--- src/rtl/quiz_buzzer.sv ---
module quiz_buzzer #(
  parameter int WINDOW_CYC   = 500_000_000,
  parameter int BEEP_CYC     = 125_000_000,
  parameter int TONE_A_HALF  = 25_000,
  parameter int TONE_B_HALF  = 16_667,
  parameter int TONE_ALT_CYC = 6_250_000
) (
  input  logic       clk,
  input  logic       rst_n,
  input  logic       host_clear,
  input  logic       host_go,
  input  logic [3:0] btn,
  output logic [3:0] team_lamp,
  output logic [2:0] team_id,
  output logic       foul,
  output logic       beep
);
  localparam int WW = $clog2(WINDOW_CYC + 1);
  localparam int BW = $clog2(BEEP_CYC + 1);
  localparam int HMAX = (TONE_A_HALF > TONE_B_HALF) ? TONE_A_HALF : TONE_B_HALF;
  localparam int TW = $clog2(HMAX + 1);
  localparam int AW = $clog2(TONE_ALT_CYC + 1);

  typedef enum logic [2:0] {S_IDLE, S_ARMED, S_WON, S_FOUL, S_CLOSED} st_t;

  st_t           st;
  logic [2:0]    id_q;
  logic [WW-1:0] win_cnt;
  logic [3:0]    sy1, sy2, sy3;
  logic [3:0]    press;
  logic          any_press, win_now;
  logic [2:0]    pick;

  always_ff @(posedge clk or negedge rst_n)
    if (!rst_n) begin
      sy1 <= '0; sy2 <= '0; sy3 <= '0;
    end else begin
      sy1 <= btn; sy2 <= sy1; sy3 <= sy2;
    end

  assign press     = sy2 & ~sy3;
  assign any_press = |press;
  assign pick      = press[0] ? 3'd1 : press[1] ? 3'd2 : press[2] ? 3'd3 : 3'd4;
  assign win_now   = !host_clear && st == S_ARMED && any_press;

  always_ff @(posedge clk or negedge rst_n)
    if (!rst_n) begin
      st <= S_IDLE; id_q <= '0; win_cnt <= '0;
    end else if (host_clear) begin
      st <= S_IDLE; id_q <= '0; win_cnt <= '0;
    end else begin
      case (st)
        S_IDLE:
          if (any_press) begin
            st <= S_FOUL; id_q <= pick;
          end else if (host_go) begin
            st <= S_ARMED; win_cnt <= '0;
          end
        S_ARMED:
          if (any_press) begin
            st <= S_WON; id_q <= pick;
          end else if (win_cnt == WW'(WINDOW_CYC - 1)) begin
            st <= S_CLOSED;
          end else begin
            win_cnt <= win_cnt + 1'b1;
          end
        S_CLOSED:
          if (any_press) begin
            st <= S_FOUL; id_q <= pick;
          end
        default: st <= st;
      endcase
    end

  logic [BW-1:0] beep_left;
  logic [TW-1:0] tone_cnt, half_lim;
  logic [AW-1:0] alt_cnt;
  logic          tone, phase;

  assign half_lim = phase ? TW'(TONE_B_HALF - 1) : TW'(TONE_A_HALF - 1);

  always_ff @(posedge clk or negedge rst_n)
    if (!rst_n) begin
      beep_left <= '0; tone <= 1'b0; phase <= 1'b0; tone_cnt <= '0; alt_cnt <= '0;
    end else if (host_clear) begin
      beep_left <= '0; tone <= 1'b0;
    end else if (win_now) begin
      beep_left <= BW'(BEEP_CYC);
      tone <= 1'b0; phase <= 1'b0; tone_cnt <= '0; alt_cnt <= '0;
    end else if (beep_left != '0) begin
      beep_left <= beep_left - 1'b1;
      if (alt_cnt == AW'(TONE_ALT_CYC - 1)) begin
        alt_cnt <= '0; phase <= ~phase; tone_cnt <= '0;
      end else begin
        alt_cnt <= alt_cnt + 1'b1;
        if (tone_cnt == half_lim) begin
          tone_cnt <= '0; tone <= ~tone;
        end else begin
          tone_cnt <= tone_cnt + 1'b1;
        end
      end
    end

  assign beep      = (beep_left != '0) && tone;
  assign team_id   = id_q;
  assign foul      = (st == S_FOUL);
  assign team_lamp = (st == S_WON) ? (4'd1 << (id_q - 3'd1)) : 4'd0;

  a_r2_lamp_onehot: assert property (@(posedge clk) disable iff (!rst_n)
    $onehot0(team_lamp));
  a_r4_result_held: assert property (@(posedge clk) disable iff (!rst_n)
    (foul || team_lamp != 4'd0) && !host_clear |=> $stable(team_id) && team_id != 3'd0);
  a_r6_foul_reports_team: assert property (@(posedge clk) disable iff (!rst_n)
    foul |-> team_id != 3'd0 && team_lamp == 4'd0);
  a_r5_quiet_without_win: assert property (@(posedge clk) disable iff (!rst_n)
    team_lamp == 4'd0 |-> !beep);
  a_r1_clear_empties: assert property (@(posedge clk) disable iff (!rst_n)
    host_clear |=> team_id == 3'd0 && !foul && team_lamp == 4'd0);
endmodule

--- config.mk ---
export PLATFORM = sky130hd
export DESIGN_NAME = quiz_buzzer
export DESIGN_NICKNAME = d
export VERILOG_FILES = /design/src/rtl/quiz_buzzer.sv
export SDC_FILE = /design/constraint.sdc
export NUM_CORES = 1
export LEC_CHECK = 0
export ABC_AREA = 1
export BUFFER_PORTS_ARGS = -buffer_cell sky130_fd_sc_hd__clkbuf_2
export CAP_MARGIN = 20
export CORE_ASPECT_RATIO = 1.1
export CORE_UTILIZATION = 30
export CTS_CLUSTER_DIAMETER = 120
export DETAILED_ROUTE_END_ITERATION = 10
export SYNTH_ARGS = -nofsm -noshare
export SYNTH_HDL_FRONTEND = slang
export SYNTH_SLANG_ARGS = --single-unit
export TNS_END_PERCENT = 5
--- constraint.sdc ---
create_clock -name clk -period 2.2 [get_ports clk]
set_input_delay 0.44 -clock clk [delete_from_list [all_inputs] [get_ports clk]]
set_output_delay 0.44 -clock clk [all_outputs]
set_load 0.02 [all_outputs]
==> summary.txt, run 1 <==
Clock tree
  • CTS Buf Count: 17
  • Num Clock Sinks: between 100 and 150
  • Clk buf depth: 2
  • Clk root buf: clkbuf_16
  • Clock latency at the later pin of the worst-skew pair: about 0.42 ns
  • CTS tree: done
  • Clock-pin slew on the worst setup and hold paths: roughly 0.060 ns
  • H-tree depth: 4

Status
  • Failing checks: hold timing
  • Status: complete, but fails checks

Timing
  • Peak Freq: between 400 and 500 MHz
  • Fin crit period: approximately 2.1 ns
  • Final hold violations: 1
  • Final Max Slew Viols: 0
  • Slew Limit Headroom: 0.590
  • Worst hold margin: -0.00532 ns
  • Fin Clk Skew: between 0.01 and 0.015 ns
  • Final setup vio count: 0
  • Slew @ Worst Pin: 0.608 ns
  • Final period util: 0.973

Routing
  • DRT iter0 DRCs: ~440
  • TritonRoute pass-1 iters: 4
  • Routed via count: around 7200
  • Post-Route WL: 20.0 mm
  • Final ANT Viol Nets: 0
  • DR vias/cell: ~4.8
  • Post-DR wirelength/cell: around 13 um
  • DRC Markers: 0

Worst setup path
  • R2r worst-path depth: 12
  • RR Startpoint: alt_cnt[0]
  • R2R Path End: tone_cnt[8]
  • Crit path to: beep
  • CP Capture Type: output port
  • Levels on crit path: 7
  • Crit path max fanout: 4
  • R2R setup slack: ~0.2 ns
  • Critical Path, Cell by Cell: nor2_2 > nand2_2 > nor2_4 > nand2_4 > nor2_4 > nor2_2 > clkbuf_4
  • Max incr delay on CP: approximately 0.41 ns
  • Data arrival, critical path: ~1.7 ns
  • Slowest cell on crit path: dfrtp_1
  • Worst endpoint required time: 1.76 ns
  • Crit path max-delay family: simple AND/OR/NAND/NOR gates
  • Startpoint types: flop
  • Worst Setup SP: beep_left[20]
  • Worst Path Buf+Inv: 1
  • Kind of critical path: flop to output port

Global routing
  • Global route overflow: 0
  • Vias in the first global route: slightly below 7000
  • Initial antenna violation count: 0
  • Pin count of the biggest net entering global routing: a little under 70
  • GRT Total Usage: 0.161
  • Global-route wire length before repair: ~34 mm

Cells and area
  • Final design utilization: 0.356
  • Final instance area: 8830 sq um
  • Final std cells w/o fill: 1500
  • Share of cells above drive strength 1: 0.121
  • Most common cell after layout, fill and taps aside: nand2_1
  • Most frequent cells in the layout: 338 x nand2_1, 197 x nor2_1, 119 x inv_1, 112 x dfrtp_1, 99 x nand3_1
  • Final-layout fill cell count: roughly 2600
  • # diodes: 0
  • Area growth from synthesis to layout: 15.2%
  • Final #Nets: ~1200

Synthesis
  • Top FF cell, synth: dfrtp_1
  • Synthesized area: between 7000 and 8000 sq um
  • FFs w/ async S/R, synth: 1.00
  • Synth Instances: 1153
  • Register area share after synthesis: 0.372
  • #FFs+latches synth: between 100 and 150
  • Number of synthesized flops with an enable pin: 0
  • Post-Synthesis Net Count: between 1000 and 1500
  • Netlist cell types: 37
  • Synthesized area per cell: around 6.6 sq um
  • Syn. warnings: 0

Place
  • DP Cell Count: around 1500
  • Placed inst area: just over 8000 sq um
  • I/O Buffers: 16
  • Gpl congestion: roughly 0.90
  • HPWL after detailed placement: about 14 mm

Power and ir drop
  • LEAKAGE: about 0.0040 uW
  • Max IR drop VDD: between 0.0005 and 0.0006 V
  • PD cells: 1180 nW/um^2

Floorplanning
  • Initial Util: 0.309
  • Die Height: approximately 170 um
  • Row cnt: 60
  • Core box area: roughly 25000 sq um
  • Die W: roughly 150 um
  • Full die area: roughly 26000 sq um
  • Ports: 17

Worst hold path
  • Hold WC Path Type: input port to async pin

Flow run
  • # Max-Cap Violations: 0
-- synthesized netlist by cell type, drive strengths merged (5+ instances only) --
master    n  area [sq um]
nor2    218           888
nand4    41           263
nand2   354          1370
nor3     19           100
buf      27           186
nand3b    5          37.5
a31oi     6          37.5
inv     130           488
o21ai    60           357
xor2     20           175
nor4     10          62.6
a21oi    15          75.1
xnor2     6          52.6
or2      11          68.8
dfrtp   114          2850
nand3   101           523
-- repair_timing --
item                       CTS  global route
setup endpoints to repair    1            19
hold buffers                 0             0
pin swaps                    4             5
setup buffers                2             4
resized for setup            7            15
-- power by group --
group | switching (uW) | leakage, uW | internal [uW]
registers | 702 | 0.00152 | 2580
logic | 2690 | 0.00218 | 1540
clock network | 994 | 0.000307 | 1940
-- per-layer routing --
layer | track usage | share of wire
met1 | 0.197 | 0.46
met2 | 0.284 | 0.50
met3 | 0.0304 | 0.032
met4 | 0.0499 | 0.011
met5 | 0 | 0
-- sequential cells by signal, summed over array words and instances, names as in the netlist --
signal / count
tone_cnt: 15
team_id: 3
win_cnt: 29
alt_cnt: 23
beep_left: 27
sy1: 4
phase: 1
tone: 1
st: 3
sy2: 4
sy3: 4
-- worst min path at each step --
stage	startpoint	endpoint	slack [ns]
6_report	rst_n	win_cnt[19]	-0.005
3_3_place_gp	sy1[0]	sy2[0]	0.34
4_1_cts	rst_n	win_cnt[19]	0.003
2_1_floorplan	rst_n	alt_cnt[0]	0.14
5_1_grt	rst_n	win_cnt[19]	0.009
3_5_place_dp	sy1[1]	sy2[1]	0.34
-- kinds of logic after synthesis --
group / share of synthesized area
buffers and inverters: 0.0900
AOI/OAI and AO/OA: 0.0681
and+or+nand+nor: 0.433
DFF: 0.372
adders and majority gates: 0.00654
xor gates and xnor gates: 0.0297
-- worst reg2reg max path: cells and delay by family (launching register included) --
family                     cells  cell delay, ns
buffers and inverters          3            0.16
DFF                            1            0.43
adders and majority gates      1            0.27
and+or+nand+nor                8            1.05
-- per-stage QoR --
stage	setup WS [ns]	power (uW)	hold WS, ns	TNS [ns]
2_1_floorplan	0.334	6280	0.144	0
4_1_cts	0.000387	10300	0.00275	0
3_3_place_gp	0.195	7140	0.335	0
5_1_grt	-0.00218	11300	0.00902	-0.00218
6_report	0.0594	10400	-0.00532	0
3_5_place_dp	0.142	7200	0.341	0
-- cell type report --
cell class              count  area (sq um)  share of cell area
multi-input cells         878          4180               0.474
flip-flops and latches    114          2860               0.324
inverters                 130           488              0.0553
clock buffers              21           460              0.0522
well taps                 310           388              0.0439
repair buffers             37           293              0.0332
clock inverters            10           158              0.0179
Power figures use the tool's default switching activity.
==> run 2: changes to the inputs <==
--- a/config.mk
+++ b/config.mk
@@ -8,10 +8,13 @@
 export ABC_AREA = 1
 export BUFFER_PORTS_ARGS = -buffer_cell sky130_fd_sc_hd__clkbuf_2
 export CAP_MARGIN = 20
+export CELL_PAD_IN_SITES_DETAIL_PLACEMENT = 0
+export CELL_PAD_IN_SITES_GLOBAL_PLACEMENT = 1
 export CORE_ASPECT_RATIO = 1.1
 export CORE_UTILIZATION = 30
 export CTS_CLUSTER_DIAMETER = 120
 export DETAILED_ROUTE_END_ITERATION = 10
+export PLACE_DENSITY_LB_ADDON = 0.1
 export SYNTH_ARGS = -nofsm -noshare
 export SYNTH_HDL_FRONTEND = slang
 export SYNTH_SLANG_ARGS = --single-unit
==> run 2 against run 1 <==
- the run still ends with hold timing left
- global-route usage grew 2.1 points
- fmax shrank 0.92%
- register-to-register slack is essentially flat
- count of clock-buffer cells in the layout shrank 3
- via count shrank 1.4%
- setup slack lost 0.020 ns
- sequential power shrank 1%
- clock skew grew 0.0027 ns
- die area is the same
- highest routed layer unchanged
==> summary.txt, run 2 (synthesis results as in run 1) <==
Status
  • Status: complete, but fails checks (unchanged)
  • Failing checks: hold timing (unchanged)

Power and ir drop
  • PD cells: 1180 nW/um^2 (about the same)
  • LEAKAGE: 0.00401 uW (about the same)
  • Max IR drop VDD: 0.000572 V (was 0.000546 V)

Clock tree
  • Clk buf depth: 2 (unchanged)
  • CTS tree: done (unchanged)
  • Clk root buf: clkbuf_16 (unchanged)
  • H-tree depth: 4 (unchanged)
  • Clock-pin slew on the worst setup and hold paths: 0.07 ns (was 0.06 ns)
  • Hold_buf cts: 0 (unchanged)
  • CTS Buf Count: 17 (unchanged)
  • Num Clock Sinks: 114 (unchanged)
  • Clock latency at the later pin of the worst-skew pair: 0.42 ns (about the same)

Routing
  • DRT iter0 DRCs: 340 (was 439)
  • Post-DR wirelength/cell: 14.6 um (was 13.3 um)
  • TritonRoute pass-1 iters: 6 (was 4)
  • DR vias/cell: 4.74 (was 4.82)
  • Post-Route WL: 22.0 mm (was 20.0 mm)
  • DRC Markers: 0 (unchanged)
  • Routed via count: 7136 (was 7237)
  • Final ANT Viol Nets: 0 (unchanged)

Worst setup path
  • Kind of critical path: flop to output port (unchanged)
  • Worst Setup SP: beep_left[23] (was beep_left[20])
  • R2r worst-path depth: 11 (was 12)
  • Crit path max fanout: 4 (unchanged)
  • CP Capture Type: output port (unchanged)
  • R2R setup slack: 0.20 ns (about the same)
  • Worst endpoint required time: 1.76 ns (about the same)
  • Crit path to: beep (unchanged)
  • Data arrival, critical path: 1.72 ns (was 1.70 ns)
  • RR Startpoint: alt_cnt[0] (unchanged)
  • R2R Path End: tone_cnt[13] (was tone_cnt[8])
  • Startpoint types: flop (unchanged)

Timing
  • RSZ-0062 raised after global routing: true
  • Worst hold margin: -0.00124 ns (was -0.00532 ns)
  • Final Max Slew Viols: 0 (unchanged)
  • Setup TNS: 0 ns (unchanged)
  • Final hold violations: 2 (was 1)
  • Fin crit period: 2.16 ns (was 2.14 ns)
  • Final period util: 0.982 (was 0.973)
  • Peak Freq: 463 MHz (was 467 MHz)
  • Fin Clk Skew: 0.0140 ns (was 0.0113 ns)
  • Final setup vio count: 0 (unchanged)
  • Slew @ Worst Pin: 0.552 ns (was 0.608 ns)
  • Slew Limit Headroom: 0.628 (was 0.590)

Floorplanning
  • Core box area: 24800 sq um (unchanged)
  • Initial Util: 0.309 (unchanged)
  • Row cnt: 60 (unchanged)
  • Die Height: 170 um (unchanged)
  • Ports: 17 (unchanged)
  • Die W: 154 um (unchanged)
  • Full die area: 26200 sq um (unchanged)

Global routing
  • Initial antenna violation count: 0 (unchanged)
  • Global route overflow: 0 (unchanged)
  • Vias in the first global route: 7072 (was 6939)
  • GRT Total Usage: 0.182 (was 0.161)
  • Met2 GRT Util: 0.313 (was 0.284)
  • GRT busiest layer: met2 (unchanged)
  • Global-route wire length before repair: 37.4 mm (was 33.7 mm)
  • Pin count of the biggest net entering global routing: 38 (was 68)
  • M3 GR Usage: 0.0248 (was 0.0304)
  • GR Util met1: 0.237 (was 0.197)

Cells and area
  • Max reg flops: 29 (unchanged)
  • Most common cell after layout, fill and taps aside: nand2_1 (unchanged)
  • Biggest regs: win_cnt x29, beep_left x27, alt_cnt x23 (unchanged)
  • Share of cells above drive strength 1: 0.127 (was 0.121)
  • Most frequent cells in the layout: 339 x nand2_1, 197 x nor2_1, 119 x inv_1, 111 x dfrtp_1, 99 x nand3_1 (was 338 x nand2_1, 197 x nor2_1, 119 x inv_1, 112 x dfrtp_1, 99 x nand3_1)
  • # diodes: 0 (unchanged)
  • Final std cells w/o fill: 1506 (was 1500)
  • Area growth from synthesis to layout: 15.3% (was 15.2%)
  • Final design utilization: 0.356 (about the same)
  • Multi-input gate area: 4160 sq um (was 4180 sq um)
  • Final #Nets: 1195 (was 1190)
  • Final-layout fill cell count: 2727 (was 2638)
  • FF/Latch Area: 2860 sq um (about the same)
  • Most flops, register: win_cnt (unchanged)

Place
  • HPWL after detailed placement: 16.3 mm (was 14.3 mm)
  • DP Cell Count: 1468 (was 1463)
  • Gpl congestion: 0.798 (was 0.900)
  • I/O Buffers: 16 (unchanged)

Flow run
  • # Max-Cap Violations: 0 (unchanged)

Worst hold path
  • Hold WC Path Type: input port to async pin (unchanged)
[run 2: changes by cell type in the layout (fill, tap and decap cells not counted), sizes merged]
cell,change
clkinv,-5
bufinv,-2
buf,+6
inv,+8
clkbuf,-4
clkinvlp,+3
[run 2: layout make-up]
cell class | instances | share of cell area
multi-input combinational | 878 | 0.472
inverter | 130 | 0.0553
clock buffer | 18 | 0.0497
tap | 310 | 0.0439
clock inverter | 14 | 0.0188
sequential | 114 | 0.324
timing repair buffer | 42 | 0.0371
[run 2: power by group]
part | switching (uW) | total [uW] | internal, uW | leakage, uW
Clock | 1170 | 2910 | 1740 | 0.000289
Combinational | 2730 | 4290 | 1560 | 0.00220
Sequential | 660 | 3240 | 2580 | 0.00152
Total | 4560 | 10400 | 5870 | 0.00401
[run 2: worst max-delay path: stages (launching register included)]
cell and delay (ns):
dfrtp_1 0.41, nor2_1 0.17, nand2_2 0.10, nor2_4 0.16, nand2_2 0.10, nor2_2 0.13
nor2_1 0.07, buf_2 0.16
[run 2: worst min path at each step]
| stage | from | endpoint | slack [ns] | cells after the start |
|---|---|---|---|---|
| 6_report | rst_n | st[1] | -0.001 | 1 |
| 5_1_grt | rst_n | st[1] | 0.03 | 1 |
| 4_1_cts | rst_n | st[1] | 0.01 | 1 |
| 3_5_place_dp | sy1[0] | sy2[0] | 0.34 | 0 |
| 3_3_place_gp | sy1[0] | sy2[0] | 0.33 | 0 |
| 2_1_floorplan | rst_n | alt_cnt[0] | 0.14 | 0 |
[run 2: what timing repair did]
item	in CTS	in global routing
resized for setup	1	18
setup endpoints to repair	7	19
setup buffers	1	5
endpoints found under the hold margin	0	0
pin swaps	1	5
[run 2: layer usage]
| metal | routed length, um | up-vias | part of all wire |
|---|---|---|---|
| met1 | 10800 | 3323 | 0.49 |
| met3 | 368 | 17 | 0.017 |
| met4 | 242 | 0 | 0.011 |
| met5 | 0 | - | 0 |
| met2 | 10600 | 47 | 0.48 |
| li1 | - | 3749 | - |
[run 2: per-stage QoR]
stage	cell area, sq um	power [uW]	setup slack [ns]
global route	8830	11300	-0.0391
floorplan	7660	6280	0.334
detailed placement	8130	7370	-0.130
CTS	8740	10400	-0.0523
finish	8830	10400	0.0396
global placement	8130	7390	-0.117
